===== src/rtl/dsa_pkg.sv =====
package dsa_pkg;

    localparam int NCODES = 8;
    localparam int CIDX_W = 3;

    typedef enum logic [2:0] {
        ST_IDLE,
        ST_INIT,
        ST_SCAN,
        ST_EVAL,
        ST_DONE
    } alloc_state_e;

    typedef struct packed {
        logic [CIDX_W-1:0] idx;
        logic              fits;
    } code_pick_t;

    // correctable errors of table entry idx
    function automatic int code_t(input int idx, input int step);
        return idx * step;
    endfunction

    // check bits of table entry idx
    function automatic int code_red(input int idx, input int step, input int m);
        return idx * step * m;
    endfunction

endpackage


===== src/rtl/dsa_code_rom.sv =====
module dsa_code_rom
    import dsa_pkg::*;
#(
    parameter int PW     = 16,
    parameter int T_STEP = 2,
    parameter int GF_M   = 4
) (
    input  logic [PW-1:0] need,
    output code_pick_t    pick,
    output logic [PW-1:0] pick_t,
    output logic [PW-1:0] pick_red
);

    logic [NCODES-1:0] covers;
    logic [PW-1:0]     t_tab   [NCODES];
    logic [PW-1:0]     red_tab [NCODES];

    for (genvar g = 0; g < NCODES; g++) begin : g_entry
        assign t_tab[g]   = PW'(code_t(g, T_STEP));
        assign red_tab[g] = PW'(code_red(g, T_STEP, GF_M));
        assign covers[g]  = (need <= t_tab[g]);
    end

    // lowest covering entry = least redundancy (table ascends in t)
    always_comb begin
        pick.fits = covers[NCODES-1];
        pick.idx  = '0;
        for (int i = NCODES - 1; i >= 0; i--) begin
            if (covers[i]) pick.idx = CIDX_W'(i);
        end
        pick_t   = t_tab[pick.idx];
        pick_red = red_tab[pick.idx];
    end

endmodule


===== src/rtl/dsa_cell_scan.sv =====
module dsa_cell_scan #(
    parameter int PW = 16
) (
    input  logic          clk,
    input  logic          rst,
    input  logic          clr,
    input  logic          fire,
    input  logic [PW-1:0] addr,
    input  logic          defect,
    output logic          pend,
    output logic [PW-1:0] dcnt,
    output logic [PW-1:0] first_pos,
    output logic          first_vld
);

    logic [PW-1:0] pend_addr;

    // read data returns one cycle after fire; pend marks it
    always_ff @(posedge clk) begin
        if (rst || clr) begin
            pend      <= 1'b0;
            pend_addr <= '0;
            dcnt      <= '0;
            first_pos <= '0;
            first_vld <= 1'b0;
        end else begin
            pend      <= fire;
            pend_addr <= addr;
            if (pend && defect) begin
                dcnt <= dcnt + 1'b1;
                if (!first_vld) begin
                    first_vld <= 1'b1;
                    first_pos <= pend_addr;
                end
            end
        end
    end

endmodule


===== src/rtl/defect_seg_alloc.sv =====
module defect_seg_alloc
    import dsa_pkg::*;
#(
    parameter int N_CELLS  = 1024,
    parameter int K_BITS   = 32,
    parameter int ALIGN    = 8,
    parameter int T_STEP   = 2,
    parameter int GF_M     = 4,
    parameter int MARGIN_W = 4,
    localparam int AW      = $clog2(N_CELLS),
    localparam int AL_W    = $clog2(ALIGN),
    localparam int HW      = AW - AL_W
) (
    input  logic                clk,
    input  logic                rst,
    input  logic                start,
    input  logic [MARGIN_W-1:0] margin,
    output logic                map_rd_en,
    output logic [AW-1:0]       map_rd_addr,
    input  logic                map_rd_defect,
    output logic                rec_valid,
    output logic [HW-1:0]       rec_head,
    output logic [2:0]          rec_code,
    output logic                done
);

    localparam int RED_MAX = code_red(NCODES - 1, T_STEP, GF_M);
    localparam int PW = $clog2(2 * N_CELLS + ALIGN + K_BITS + RED_MAX + (1 << MARGIN_W)) + 1;
    localparam logic [PW-1:0] N_P   = PW'(N_CELLS);
    localparam logic [PW-1:0] K_P   = PW'(K_BITS);
    localparam logic [PW-1:0] AMASK = PW'(ALIGN - 1);

    alloc_state_e      state;
    logic [PW-1:0]     head, tail, seg_end, t_sel;
    logic [CIDX_W-1:0] code_sel;

    logic              fire, scan_clr, pend, first_vld;
    logic [PW-1:0]     dcnt, first_pos, need, pick_t, pick_red, grow_end;
    code_pick_t        pick;

    function automatic logic [PW-1:0] align_up(input logic [PW-1:0] x);
        return (x + AMASK) & ~AMASK;
    endfunction

    assign fire        = (state == ST_SCAN) && (tail < seg_end);
    assign scan_clr    = (state == ST_INIT);
    assign need        = dcnt + PW'(margin);
    assign grow_end    = head + K_P + pick_red;
    assign map_rd_en   = fire;
    assign map_rd_addr = tail[AW-1:0];
    assign done        = (state == ST_DONE);

    dsa_cell_scan #(.PW(PW)) scan_i (
        .clk       (clk),
        .rst       (rst),
        .clr       (scan_clr),
        .fire      (fire),
        .addr      (tail),
        .defect    (map_rd_defect),
        .pend      (pend),
        .dcnt      (dcnt),
        .first_pos (first_pos),
        .first_vld (first_vld)
    );

    dsa_code_rom #(.PW(PW), .T_STEP(T_STEP), .GF_M(GF_M)) rom_i (
        .need     (need),
        .pick     (pick),
        .pick_t   (pick_t),
        .pick_red (pick_red)
    );

    always_ff @(posedge clk) begin
        if (rst) begin
            state     <= ST_IDLE;
            head      <= '0;
            tail      <= '0;
            seg_end   <= '0;
            t_sel     <= '0;
            code_sel  <= '0;
            rec_valid <= 1'b0;
            rec_head  <= '0;
            rec_code  <= '0;
        end else begin
            rec_valid <= 1'b0;
            case (state)
                ST_IDLE, ST_DONE: begin
                    if (start) begin
                        head  <= '0;
                        state <= ST_INIT;
                    end
                end
                ST_INIT: begin
                    if (head + K_P > N_P) begin
                        state <= ST_DONE;
                    end else begin
                        tail     <= head;
                        seg_end  <= head + K_P;
                        t_sel    <= '0;
                        code_sel <= '0;
                        state    <= ST_SCAN;
                    end
                end
                ST_SCAN: begin
                    if (fire) tail <= tail + 1'b1;
                    else if (!pend) state <= ST_EVAL;
                end
                ST_EVAL: begin
                    if (t_sel >= need) begin
                        rec_valid <= 1'b1;
                        rec_head  <= head[AW-1:AL_W];
                        rec_code  <= code_sel;
                        head      <= align_up(tail);
                        state     <= ST_INIT;
                    end else if (pick.fits) begin
                        if (grow_end > N_P) begin
                            state <= ST_DONE;
                        end else begin
                            seg_end  <= grow_end;
                            t_sel    <= pick_t;
                            code_sel <= pick.idx;
                            state    <= ST_SCAN;
                        end
                    end else if (first_vld) begin
                        head  <= align_up(first_pos + 1'b1);
                        state <= ST_INIT;
                    end else begin
                        state <= ST_DONE;
                    end
                end
                default: state <= ST_IDLE;
            endcase
        end
    end

endmodule


===== config.mk =====
export PLATFORM = sky130hd
export DESIGN_NAME = defect_seg_alloc
export DESIGN_NICKNAME = d
export VERILOG_FILES = /design/src/rtl/dsa_pkg.sv /design/src/rtl/dsa_code_rom.sv /design/src/rtl/dsa_cell_scan.sv /design/src/rtl/defect_seg_alloc.sv
export SDC_FILE = /design/constraint.sdc
export NUM_CORES = 1
export LEC_CHECK = 0
export BUFFER_PORTS_ARGS = -buffer_cell sky130_fd_sc_hd__buf_2
export CAP_MARGIN = 10
export CORE_MARGIN = 1.5
export CORE_UTILIZATION = 45
export DETAILED_ROUTE_END_ITERATION = 7
export MAX_ROUTING_LAYER = met4
export PLACE_DENSITY = 0.62
export SETUP_SLACK_MARGIN = 0.2
export SKIP_CTS_REPAIR_TIMING = 1
export SYNTH_ARGS = -nofsm -noshare
export SYNTH_HDL_FRONTEND = slang
export SYNTH_SLANG_ARGS = --single-unit

===== constraint.sdc =====
create_clock -name clk -period 5.5 [get_ports clk]
set_input_delay 0.275 -clock clk [delete_from_list [all_inputs] [get_ports clk]]
set_output_delay 0.275 -clock clk [all_outputs]
set_load 0.005 [all_outputs]

==> metrics.txt <==
Critical Path RT=5.69 ns; Syn-to-layout area delta=8.38%; Starting Density=46.7%; Max Cap Violations=0; share of the synthesized area in the top cell type=31.7%; cell depth of the worst hold path=3; IO Port Bufs=30; Non-Filler Instances=816; antenna diode count=0; Crit Path Category=reg -> reg; Setup WS pre-CTS=0.377 ns; Max VDD drop=~0.17 mV; mapped cell area=5370 um2; Via Count=4754; Post-synth ARST share=0%; total wire length=14.1 mm; status=finished clean; Clock Skews=0.00535 ns; DRT iter0 DRCs=307; Synth Flop Type=dfxtp_1; Slew Viols, Final=0; CP Capture Type=flop; cell row count=39; Floorplan Core Area=11500 um2; final hold viol count=0; ratio of cells with drive above 1 in the final layout=10.3%; # setup viols final=0; Total Neg Setup Slack=0 ns; Synth Instances=676; DIE HEIGHT=112 um; global-route wire length before repair=23.2 mm; largest net degree at the start of global routing=50; Post-DRT Antenna Nets=0; Yosys Warn Count=0; CTS tree=yes; worst skew pair latency=0.35 ns; Detailed Routing Iterations Pass 1=6; H-tree Lvls=3; initial antenna violation count=0; final worst slack=0.506 ns; placed cell area=~5500 um2; Max Clock Freq=0.200 GHz; io pins=31; Root Driver=clkbuf_16; Final Cycle Share=between 90% and 100%; GRT Util Overall=about a quarter; RSZ-0062 raised after global routing=false; Via density=5.83; sequential fraction of the synthesis area=a little under a third; number of CTS-inserted buffers=9; Finished Cell Area=between 5000 and 6000 um2; routability cong.=0.898; clock-pin slew on the worst setup and hold paths=0.07 ns; Nets=703; min cycle time layout=4.99 ns; Syn Area/Cell=7.95 um2; Critical Path Fanout Max=8; dpl cells=800; number of synthesized register bits=85; PwrDens=351 nW/um2; number of synthesized flops with an enable pin=0; Clock Tree Buf Depth=2; die extent in x=112 um; post-synthesis cell type with the largest combined area=dfxtp_1; syn nets=711; startpoint types=flop; DRC violations left=0; Die ar.=12600 um2; worst hold path class=in -> reg; vias in the first global route=4553; HPWL after detailed placement=10.2 mm; wire per inst=17.3 um; clock sinks=85; CP arrival=5.19 ns; Leakage Power=between 0.002 and 0.0025 uW; synth top area cells=dfxtp_1 32%, ha_1 5.8%, nor2_1 5.2%; Overflow after GRT=0; Netlist cell types=81; worst r2r path cells=20; slew of the pin with the lowest slew margin=1.13 ns; Slew Limit Headroom=a little under a quarter; fin util=50.6%
-- synthesized netlist by cell type (all sizes together), types with 21 or more instances --
cell	instances
a21oi	48
ha	25
xnor2	27
clkbuf	28
nand2	64
dfxtp	85
inv	28
o21ai	21
buf	22
nand3	34
nor2	76
a211oi	24
-- sequential cells by signal, summed over array words and instances, names as in the netlist, 3 cells and up --
signal	flops
scan_i.dcnt	13
tail	13
head	10
scan_i.first_pos	10
scan_i.pend_addr	10
seg_end	10
rec_head	7
code_sel	3
rec_code	3
state	3
-- worst max-delay path: stages (launching register included) --
cell and delay (ns):
dfxtp_1 0.39, ha_1 0.19, inv_1 0.05, fa_1 0.38
nand2b_1 0.19, a21boi_0 0.29, o221a_2 0.25, o22a_1 0.18
nand2_1 0.16, nor2_1 0.15, ha_1 0.17, inv_1 0.05
fa_1 0.39, and2b_1 0.32, a2bb2oi_1 0.30, nand3_1 0.12
a31o_1 0.27, a211oi_2 0.42, o211ai_1 0.21, nand2_2 0.23
a311oi_2 0.12
-- final cells by class --
| cell class | instances | area, um2 |
|---|---|---|
| fillers | 1121 | 5690 |
| clock buffers | 9 | 225 |
| clock inverters | 7 | 128 |
| multi-input cells | 513 | 3330 |
| well taps | 143 | 179 |
| inverters | 28 | 105 |
| repair buffers | 31 | 158 |
| flip-flops and latches | 85 | 1700 |
-- per-layer routing --
layer  up-vias  GRT usage, %  wire [um]  part of all wire [%]
met2       117          37.1       6400                    45
li1       2381             -          -                     -
met3        23          3.40        622                   4.4
met4         0          7.43        300                   2.1
met1      2233          31.5       6760                    48
met5         -             -          0                     0
-- per-stage QoR --
stage,hold slack (ns),total power [uW]
6_report,0.214,2050
5_1_grt,0.235,2150
2_1_floorplan,0.417,1180
3_3_place_gp,0.422,1300
3_5_place_dp,0.426,1310
4_1_cts,0.208,2040
-- worst paths after layout --
kind	startpoint	end	slack (ns)
max	scan_i.dcnt[0]	seg_end[3]	0.51
min	map_rd_defect	scan_i.first_vld	0.21
max reg2reg	scan_i.dcnt[0]	seg_end[3]	0.51
min reg2reg	scan_i.pend_addr[8]	scan_i.first_pos[8]	0.43
-- cell families after synthesis --
logic type / count (synthesis) / share of synthesized area, %
xor gates and xnor gates: 47 / 7.66
muxes: 5 / 0.931
buffers and inverters: 78 / 6.59
adders and majority gates: 27 / 6.57
AOI/OAI and AO/OA: 167 / 22.4
DFF: 85 / 31.7
and+or+nand+nor: 267 / 24.2
-- layout by cell type (no fill, tap or decap), types with 13 or more instances in the layout --
cell type and count:
xor2_1 20, nor3_1 17, buf_2 30, ha_1 25
o21ai_0 17, nor2_1 75, a21oi_1 48, and2_1 15
inv_1 27, nand2_1 63, dfxtp_1 85, and3_1 13
a211oi_1 22, nand3_1 34, xnor2_1 27
-- power breakdown --
part           leakage, uW  switching [uW]  internal (uW)
registers         0.000688             119            674
logic              0.00128             313            207
clock network     0.000173             280            452
(Power assumes the default switching activity.)
